--- config.mk ---
export PLATFORM = sky130hd
export DESIGN_NAME = event_stamp_top
export DESIGN_NICKNAME = d
export VERILOG_FILES = /design/src/rtl/event_stamp_pkg.sv /design/src/rtl/event_stamp_ctrl.sv /design/src/rtl/event_stamp_dp.sv /design/src/rtl/event_stamp_top.sv
export SDC_FILE = /design/constraint.sdc
export NUM_CORES = 1
export LEC_CHECK = 0
export ABC_AREA = 1
export BUFFER_PORTS_ARGS = -buffer_cell sky130_fd_sc_hd__buf_2
export CAP_MARGIN = 20
export CORE_AREA = 8 8 93 103
export CTS_CLUSTER_DIAMETER = 40
export DETAILED_ROUTE_END_ITERATION = 8
export DIE_AREA = 0 0 101 111
export GPL_TIMING_DRIVEN = 0
export PLACE_DENSITY = 0.75
export SKIP_CTS_REPAIR_TIMING = 1
export SLEW_MARGIN = 20
export SYNTH_ARGS = -nofsm -noshare
export SYNTH_HDL_FRONTEND = slang
export SYNTH_SLANG_ARGS = --single-unit
--- constraint.sdc ---
create_clock -name clk -period 1.5 [get_ports clk]
set_input_delay 0.3 -clock clk [delete_from_list [all_inputs] [get_ports clk]]
set_output_delay 0.3 -clock clk [all_outputs]
set_load 0.1 [all_outputs]
--- src/rtl/event_stamp_pkg.sv ---
package event_stamp_pkg;
  localparam int REG_W      = 16;
  localparam int REG_ADDR_W = 2;

  typedef enum logic [REG_ADDR_W-1:0] {
    ADDR_CFG   = 2'd0,
    ADDR_STS   = 2'd1,
    ADDR_CAPLO = 2'd2,
    ADDR_CAPHI = 2'd3
  } regAddr_e;

  // config word bits
  localparam int CFG_FALL_BIT = 0;
  localparam int CFG_OVW_BIT  = 1;
  localparam int CFG_RUN_BIT  = 2;
  // status word bits
  localparam int STS_VALID_BIT = 0;
  localparam int STS_ERR_BIT   = 1;
  localparam int STS_SRC_BIT   = 2;
  localparam int STS_CNT_LSB   = 8;
  localparam int STS_CNT_W     = 8;

  typedef struct packed {
    logic loadCap;
    logic cntInc;
    logic cntClr;
  } capStrobe_t;
endpackage

--- src/rtl/event_stamp_ctrl.sv ---
module event_stamp_ctrl
  import event_stamp_pkg::*;
#(
  parameter int SYNC_STAGES = 2
) (
  input  logic                  clk,
  input  logic                  rstN,
  input  logic                  extReq,
  input  logic                  intPulse,
  input  logic                  regWrEn,
  input  logic [REG_ADDR_W-1:0] regAddr,
  input  logic [REG_W-1:0]      regWrData,
  output capStrobe_t            strobe,
  output logic                  cfgFall,
  output logic                  cfgOvw,
  output logic                  cfgRun,
  output logic                  srcInt,
  output logic                  validFlag,
  output logic                  errFlag,
  output logic                  evtFire
);
  logic [SYNC_STAGES-1:0] syncChain;
  logic extSync, extPrev, intPrev;
  logic extEdge, intEdge;
  logic cfgWr, stsWr, clrValid, clrErr, pendingEff;
  logic unusedBits;

  assign unusedBits = ^regWrData[REG_W-1:3];

  // two-flop (parameterised) synchronizer for the asynchronous request
  always_ff @(posedge clk) begin
    if (!rstN) syncChain <= '0;
    else       syncChain <= {syncChain[SYNC_STAGES-2:0], extReq};
  end
  assign extSync = syncChain[SYNC_STAGES-1];

  always_ff @(posedge clk) begin
    if (!rstN) begin
      extPrev <= 1'b0;
      intPrev <= 1'b0;
    end else begin
      extPrev <= extSync;
      intPrev <= intPulse;
    end
  end

  assign extEdge = cfgFall ? (extPrev & ~extSync) : (extSync & ~extPrev);
  assign intEdge = cfgFall ? (intPrev & ~intPulse) : (intPulse & ~intPrev);
  assign evtFire = srcInt ? intEdge : extEdge;

  assign cfgWr    = regWrEn && (regAddr == ADDR_CFG);
  assign stsWr    = regWrEn && (regAddr == ADDR_STS);
  assign clrValid = stsWr && !regWrData[STS_VALID_BIT];
  assign clrErr   = stsWr && !regWrData[STS_ERR_BIT];
  // a same-cycle re-arm write frees the slot for a simultaneous event
  assign pendingEff = validFlag && !clrValid;

  always_comb begin
    strobe.loadCap = evtFire && (!pendingEff || cfgOvw);
    strobe.cntInc  = strobe.loadCap && cfgRun && !stsWr;
    strobe.cntClr  = stsWr;
  end

  always_ff @(posedge clk) begin
    if (!rstN) begin
      cfgFall <= 1'b0;
      cfgOvw  <= 1'b0;
      cfgRun  <= 1'b0;
    end else if (cfgWr) begin
      cfgFall <= regWrData[CFG_FALL_BIT];
      cfgOvw  <= regWrData[CFG_OVW_BIT];
      cfgRun  <= regWrData[CFG_RUN_BIT];
    end
  end

  always_ff @(posedge clk) begin
    if (!rstN) begin
      srcInt    <= 1'b0;
      validFlag <= 1'b0;
      errFlag   <= 1'b0;
    end else begin
      if (stsWr) srcInt <= regWrData[STS_SRC_BIT];
      if (evtFire)       validFlag <= 1'b1;
      else if (clrValid) validFlag <= 1'b0;
      if (evtFire && pendingEff) errFlag <= 1'b1;
      else if (clrErr)           errFlag <= 1'b0;
    end
  end
endmodule

--- src/rtl/event_stamp_dp.sv ---
module event_stamp_dp
  import event_stamp_pkg::*;
#(
  parameter int TIME_W = 32,
  parameter int CNT_W  = 8
) (
  input  logic              clk,
  input  logic              rstN,
  input  capStrobe_t        strobe,
  output logic [TIME_W-1:0] timeCnt,
  output logic [TIME_W-1:0] capTime,
  output logic [CNT_W-1:0]  capCount
);
  localparam logic [CNT_W-1:0] CNT_MAX = '1;

  always_ff @(posedge clk) begin
    if (!rstN) timeCnt <= '0;
    else       timeCnt <= timeCnt + 1'b1;
  end

  always_ff @(posedge clk) begin
    if (!rstN)               capTime <= '0;
    else if (strobe.loadCap) capTime <= timeCnt;
  end

  always_ff @(posedge clk) begin
    if (!rstN)                                  capCount <= '0;
    else if (strobe.cntClr)                     capCount <= '0;
    else if (strobe.cntInc && capCount != CNT_MAX) capCount <= capCount + 1'b1;
  end
endmodule

--- src/rtl/event_stamp_top.sv ---
module event_stamp_top
  import event_stamp_pkg::*;
#(
  parameter int TIME_W      = 32,
  parameter int CNT_W       = 8,
  parameter int SYNC_STAGES = 2
) (
  input  logic                  clk,
  input  logic                  rstN,
  input  logic                  extReq,
  input  logic                  intPulse,
  input  logic                  regWrEn,
  input  logic [REG_ADDR_W-1:0] regAddr,
  input  logic [REG_W-1:0]      regWrData,
  output logic [REG_W-1:0]      regRdData,
  output logic [TIME_W-1:0]     timeNow
);
  localparam int WIDE_W = 2 * REG_W;

  capStrobe_t        strobe;
  logic              cfgFall, cfgOvw, cfgRun, srcInt;
  logic              validFlag, errFlag, evtFire;
  logic [TIME_W-1:0] capTime;
  logic [CNT_W-1:0]  capCount;
  logic [WIDE_W-1:0] capWide;

  event_stamp_ctrl #(.SYNC_STAGES(SYNC_STAGES)) u_ctrl (
    .clk(clk), .rstN(rstN), .extReq(extReq), .intPulse(intPulse),
    .regWrEn(regWrEn), .regAddr(regAddr), .regWrData(regWrData),
    .strobe(strobe), .cfgFall(cfgFall), .cfgOvw(cfgOvw), .cfgRun(cfgRun),
    .srcInt(srcInt), .validFlag(validFlag), .errFlag(errFlag), .evtFire(evtFire)
  );

  event_stamp_dp #(.TIME_W(TIME_W), .CNT_W(CNT_W)) u_dp (
    .clk(clk), .rstN(rstN), .strobe(strobe),
    .timeCnt(timeNow), .capTime(capTime), .capCount(capCount)
  );

  assign capWide = WIDE_W'(capTime);

  always_comb begin
    regRdData = '0;
    case (regAddr_e'(regAddr))
      ADDR_CFG: begin
        regRdData[CFG_FALL_BIT] = cfgFall;
        regRdData[CFG_OVW_BIT]  = cfgOvw;
        regRdData[CFG_RUN_BIT]  = cfgRun;
      end
      ADDR_STS: begin
        regRdData[STS_VALID_BIT] = validFlag;
        regRdData[STS_ERR_BIT]   = errFlag;
        regRdData[STS_SRC_BIT]   = srcInt;
        regRdData[STS_CNT_LSB +: STS_CNT_W] = STS_CNT_W'(capCount);
      end
      ADDR_CAPLO: regRdData = capWide[REG_W-1:0];
      default:    regRdData = capWide[WIDE_W-1:REG_W];
    endcase
  end
endmodule

==> results of run 1 <==
## state kept, by name, indices dropped and copies added (netlist names)
register / count
u_dp.capTime: 32
u_ctrl.cfgOvw: 1
u_ctrl.cfgRun: 1
u_ctrl.srcInt: 1
u_ctrl.cfgFall: 1
u_ctrl.intPrev: 1
u_ctrl.syncChain: 2
u_ctrl.extPrev: 1
u_dp.capCount: 8
u_dp.timeCnt: 32
u_ctrl.validFlag: 1
u_ctrl.errFlag: 1
## critical path, cell delays in order, from the launching register on
cell	delay, ns
dfxtp_2	0.36
inv_2	0.06
o211ai_1	0.26
buf_6	0.27
## area by class of cell
cell class | count | share of cell area, %
Buffer | 15 | 2.098
Clock buffer | 11 | 2.694
Tap cell | 108 | 2.575
Multi-Input combinational cell | 379 | 40.06
Inverter | 66 | 5.007
Timing Repair Buffer | 82 | 12.92
Clock inverter | 5 | 1.144
Sequential cell | 82 | 33.50
## cell families (layout without fill, tap and decap cells)
family	Yosys count	in the layout
XOR/XNOR	7	7
adder cells (fa/ha/maj)	2	2
flip-flops	82	82
AO/OA/AOI/OAI	121	121
AND/OR/NAND/NOR	249	249
buffers and inverters	81	179
## routing by layer
| layer | vias up | track usage, % | wire (µm) |
|---|---|---|---|
| met5 | - | 0 | 0 |
| met3 | 19 | 5.025 | 674 |
| met2 | 136 | 31.84 | 5818 |
| met4 | 0 | 5.871 | 170 |
| met1 | 1862 | 23.79 | 4953 |
| li1 | 1955 | - | - |
## power groups by stage
stage / registers (µW) / logic, µW / clock network (µW)
after detailed placement: 2370 / 733 / 0
after CTS: 2320 / 737 / 1690
after global placement: 2370 / 724 / 0
after global routing: 2340 / 917 / 1790
final: 2330 / 859 / 1690
after floorplan: 2400 / 549 / 0
## Yosys cell counts (all sizes together)
master,n,area (µm²)
nor3b,1,7.510
nand3b,1,7.510
o21a,1,7.510
buf,8,70.07
o2111ai,3,26.28
and2,1,6.260
o21ai,48,240.2
xor2,7,61.31
a311oi,1,8.760
nand2,137,534.3
nor3,21,121.4
nor2,62,275.3
dfxtp,82,1642
a211oi,1,7.510
clkbuf,7,26.28
ha,2,25.02
nand4,4,25.02
a21oi,57,285.3
inv,65,246.5
a22o,5,43.79
clkinv,1,3.750
o211ai,5,37.54
nand3,22,125.1
## per-stage QoR
step	total power [µW]	TNS, ns	cell area, µm²	hold WS, ns
after floorplan	2948	-4.757	4069	0.3905
after global placement	3095	-11.28	4489	0.3944
after detailed placement	3108	-11.91	4489	0.4024
after CTS	4750	-7.947	4691	0.1139
after global routing	5049	-2.073	5248	0.1227
final	4875	-0.6909	5248	0.1152
## worst max path at each step
stage | slack [ns] | end | from | cells after the start
after floorplan | -0.84 | regRdData[11] | regAddr[1] | 3
after global placement | -0.59 | regRdData[1] | regAddr[1] | 7
after detailed placement | -0.59 | regRdData[1] | regAddr[1] | 7
after CTS | -0.60 | regRdData[1] | regAddr[1] | 7
after global routing | -0.16 | u_dp.timeCnt[28]$_SDFF_PN0_ | u_dp.timeCnt[0]$_SDFF_PN0_ | 9
final | -0.11 | regRdData[11] | u_dp.capCount[3]$_SDFFE_PP0P_ | 3
==> metrics.md, run 1 <==
| Metric | Value |
|---|---|
| Nets@finish | 660 |
| Critical Path AT | 1.31 ns |
| R2r endpoint | u_dp.timeCnt[28]$_SDFF_PN0_ |
| Syn Area/Cell | 7.073 µm² |
| IO Pins | 71 |
| Vias after detailed routing | 3972 |
| Hold path startpoint | extReq |
| Routed Antenna Nets | 0 |
| DIE AREA | 11210 µm² |
| Post-synthesis mux area share | 0% |
| Synth Area in Adders | 0.6527% |
| Crit Path Max Fanout | 3 |
| Final Hold Fails | 0 |
| HPWL after detailed placement | 8.294 mm |
| FF-to-FF path depth | 8 |
| Depth of the worst hold-timing path | 3 |
| First-pass GRT wire length | 17.17 mm |
| Rel. slew slack | 52.11% |
| Final core utilization | 67.04% |
| Sw power | 1513 µW |
| R2R Path Start | u_dp.timeCnt[1]$_SDFF_PN0_ |
| Synth Area in XOR/XNOR | 1.599% |
| Core ar. | 7828 µm² |
| Register area share after synthesis | 42.82% |
| Initial antenna violation count | 0 |
| Largest net degree at the start of global routing | 15 |
| FP Rows | 34 |
| Die height | 111 µm |
| Synth Instances | 542 |
| Most frequent cells in the layout | nand2_1, a21oi_1, inv_1 |
| Synthesized cell area | 3834 µm² |
| Power per cell area | 929.0 nW/µm² |
| GP Congestion | 0.9124 |
| Int Pwr | 3362 µW |
| N_diodes | 0 |
| Total Wirelength | 11.62 mm |
| Tmin final | 1.613 ns |
| Distinct cells, synth | 34 |
| Mapped Nets | 567 |
| Area occupied by multi-input gates | 2102 µm² |
| Max clock buf depth | 2 |
| Switching share of power | 31.03% |
| CTS buffer count | 9 |
| Lkg Pwr | 0.002089 µW |
| Gr usage total | 19.31% |
| Critical path class | reg -> out |
| CTS tree | done |
| Final period utilization | 107.5% |
| Clock slew at reported path FFs | 0.09 ns |
| Hold EP | u_ctrl.syncChain[0]$_SDFF_PN0_ |
| Via density | 5.310 |
| Share of cells above drive strength 1 | 35.78% |
| DR WL/cell | 15.53 µm |
| FF/Latch Area | 1758 µm² |
| Final setup vio count | 12 |
| Drt pass-1 iters | 5 |
| 1st-iter DRT viols | 211 |
| Die W | 101 µm |
| Fin cells | 748 |
| Dpl cells | 707 |
| Sequential power share | 47.8% |
| Worst-margin pin slew | 0.7184 ns |
| Clock Latency Late Sink | 0.36 ns |
| Critical Path RT | 1.20 ns |
| Residual DRC count | 0 |
| Most common cell after layout, fill and taps aside | nand2_1 |
| Fmax | 0.6201 GHz |
| Worst ir drop on vdd | 0.0004686 V |
| Failing checks | setup timing |
| Gate power share | 17.6% |
| Total of max-cap violations | 0 |
| Worst Skew | 0.01049 ns |
| Port Buffers | 57 |
| FF-to-FF setup slack | -0.10 ns |
| Critical Path Source Type | register |
| Synth Area in Simple Gates | 28.75% |
| Setup slack at placement | -0.5916 ns |
| Synth Area in Compound Gates | 17.13% |
| Synth warn | 0 |
| Largest family of logic cells by synthesized area | simple AND/OR/NAND/NOR gates |
| Status | complete, but fails checks |
| Fillcell total | 709 |
| Final WS setup | -0.1126 ns |
| Pins Over Slew Limit | 0 |
| H-tree depth | 3 |
| Gr ovfl total | 0 |
| Layout area overhead | 36.88% |
| # clock sinks | 82 |
| RSZ-0062 raised after global routing | true |
| Flops & latches, synth | 82 |
| Starting density of the core | 48.98% |
| Clock power frac | 34.6% |
| Vias in the first global route | 3482 |
| Hold WC Path Type | in -> reg |
| CP Capture Type | primary output |
| Root Driver | clkbuf_8 |
Note: power is estimated with default switching activity, not from simulation.
==> run 2, diff against run 1 <==
Settings changed: PLACE_DENSITY 0.75 to 0.72.
Clock period 1.5 ns to 1.9 ns, I/O delays scaled along.
==> metrics.md, run 2 (synthesis gave the netlist of run 1 again) <==
| Metric | Value |
|---|---|
| GP Congestion | 0.8958 (-1.8%) |
| FP Rows | 34 (unchanged) |
| RSZ-0062 raised after global routing | false |
| Lkg Pwr | 0.001848 µW (-12%) |
| Fmax | 0.5400 GHz |
| HPWL after detailed placement | 8.559 mm (+3.2%) |
| Tmin final | 1.852 ns |
| 1st-iter DRT viols | 192 (-9.0%) |
| Switching share of power | 30.09% (-0.94 points) |
| Hold WC Path Type | in -> reg |
| Gr usage total | 20.51% (+1.2 points) |
| DR WL/cell | 15.57 µm (+0.27%) |
| Final setup vio count | 0 (-12) |
| Design Area, Final | 4634 µm² (-12%) |
| IO Pins | 71 (unchanged) |
| Critical Path Slowest Stage Cell | buf_6 |
| Fillcell total | 786 (+11%) |
| Core ar. | 7828 µm² (unchanged) |
| Crit Path Max Fanout | 10 (+7) |
| Critical Path AT | 1.47 ns (+0.16 ns) |
| Rel. slew slack | 56.26% (+4.2 points) |
| Die W | 101 µm (unchanged) |
| CTS buffer count | 9 (unchanged) |
| First-pass GRT wire length | 18.25 mm (+6.3%) |
| Layout area overhead | 20.89% |
| Total Wirelength | 11.26 mm (-3.1%) |
| Starting density of the core | 48.98% (unchanged) |
| Port Buffers | 57 (unchanged) |
| Nets@finish | 635 (-3.8%) |
| Most frequent cells in the layout | nand2_1, inv_1, a21oi_1, dfxtp_1, nor2_1 |
| Critical-path cell list | buf_2, inv_1, nor2_4, buf_4, nand2_1, o2111ai_4, buf_6 |
| Critical path class | in -> out |
| Final Hold Fails | 0 (unchanged) |
| CP Capture Type | primary output |
| Max clock buf depth | 2 (unchanged) |
| Residual DRC count | 0 (unchanged) |
| H-tree depth | 3 (unchanged) |
| Root Driver | clkbuf_8 |
| Vias after detailed routing | 3807 (-4.2%) |
| Share of cells above drive strength 1 | 23.09% (-13 points) |
| # clock sinks | 82 (unchanged) |
| Worst-margin pin slew | 0.6561 ns (-0.06227 ns) |
| Die height | 111 µm (unchanged) |
| Sw power | 1141 µW (-25%) |
| Post-DP Area | 4352 µm² (-3.1%) |
| Gr ovfl total | 0 (unchanged) |
| Final period utilization | 97.47% |
| Status | finished, final reports clean |
| Largest regs | u_dp.capTime x32, u_dp.timeCnt x32, u_dp.capCount x8 |
| Via density | 5.266 (-0.84%) |
| Clock slew at reported path FFs | 0.08 ns (about the same) |
| Routed Antenna Nets | 0 (unchanged) |
| Initial antenna violation count | 0 (unchanged) |
| Pins Over Slew Limit | 0 (unchanged) |
| Hold WS | 0.1982 ns (+0.08300 ns) |
| Sequential power share | 49.1% (+1.3 points) |
| Slowest stage delay, CP | 0.26 ns (-0.10 ns) |
| Worst Skew | 0.007117 ns (-0.003378 ns) |
| Clock Latency Late Sink | 0.36 ns (about the same) |
| Total of max-cap violations | 0 (unchanged) |
| Largest net degree at the start of global routing | 14 (-1) |
| N_diodes | 0 (unchanged) |
| Gate power share | 15.9% (-1.7 points) |
| Drt pass-1 iters | 5 (unchanged) |
| Critical Path RT | 1.52 ns (+0.32 ns) |
| Most common cell after layout, fill and taps aside | nand2_1 |
| Power per cell area | 818.6 nW/µm² (-12%) |
| Critical Path Source Type | input pin |
| Int Pwr | 2652 µW (-21%) |
| Clock power frac | 34.9% (+0.3 points) |
| DIE AREA | 11210 µm² (unchanged) |
| CTS tree | done |
| Worst ir drop on vdd | 0.0003514 V (-25%) |
| Vias in the first global route | 3795 (+9.0%) |
## run 2: cell types whose count changed in the layout (fill, tap and decap cells not counted), sizes merged
cell / change
clkinvlp: +2
buf: -15
inv: -3
clkbuf: -9
## run 2: area by class of cell
class / count / area [µm²] / share of cell area, %
buffer: 15 / 102.6 / 2.214
timing repair buffer: 57 / 346.6 / 7.478
inverter: 66 / 255.2 / 5.508
multi-input combinational: 379 / 1912 / 41.25
clock buffer: 12 / 155.1 / 3.348
clock inverter: 4 / 50.05 / 1.080
tap: 108 / 135.1 / 2.916
sequential: 82 / 1678 / 36.20
## run 2: worst paths after layout
kind	startpoint	endpoint	slack, ns	cells after the start
worst max-delay path	regAddr[1]	regRdData[0]	0.05	7
worst min-delay path	extReq	u_ctrl.syncChain[0]$_SDFF_PN0_	0.20	3
worst max register to register	u_dp.timeCnt[0]$_SDFF_PN0_	u_dp.timeCnt[20]$_SDFF_PN0_	0.24	10
worst min register to register	u_ctrl.syncChain[0]$_SDFF_PN0_	u_ctrl.syncChain[1]$_SDFF_PN0_	0.42	2
## run 2: power by group through the flow
stage	combinational [µW]	clock [µW]	sequential (µW)
global placement	566	0	1900
detailed placement	573	0	1900
floorplan	425	0	1930
finish	605	1330	1860
CTS	577	1340	1860
global route	648	1400	1880
## run 2: through the flow
step / total power [µW] / worst slack, ns / setup TNS (ns) / utilization [%] / cells
final: 3794 / 0.04803 / 0 / 59.21 / 723
after global routing: 3928 / 0.002765 / 0 / 59.21 / 723
after CTS: 3776 / -0.4486 / -4.302 / 58.22 / 723
after detailed placement: 2476 / -0.4409 / -4.160 / 55.59 / 707
after global placement: 2466 / -0.3970 / -3.548 / 55.59 / 707
after floorplan: 2350 / -0.5963 / -2.925 / - / 542
## run 2: layer usage
| layer | track usage [%] | part of all wire [%] | wire length, µm | vias to the layer above |
|---|---|---|---|---|
| met2 | 34.81 | 49 | 5514 | 117 |
| li1 | - | - | - | 1898 |
| met5 | 0 | 0 | 0 | - |
| met1 | 23.98 | 42 | 4778 | 1768 |
| met3 | 4.523 | 6.3 | 709 | 24 |
| met4 | 8.657 | 2.3 | 255 | 0 |
## run 2: worst max-delay path: cells and delay by family
| family | cells | cell delay, ns |
|---|---|---|
| AOI/OAI and AO/OA | 1 | 0.12 |
| buffers and inverters | 4 | 0.68 |
| and+or+nand+nor | 2 | 0.28 |
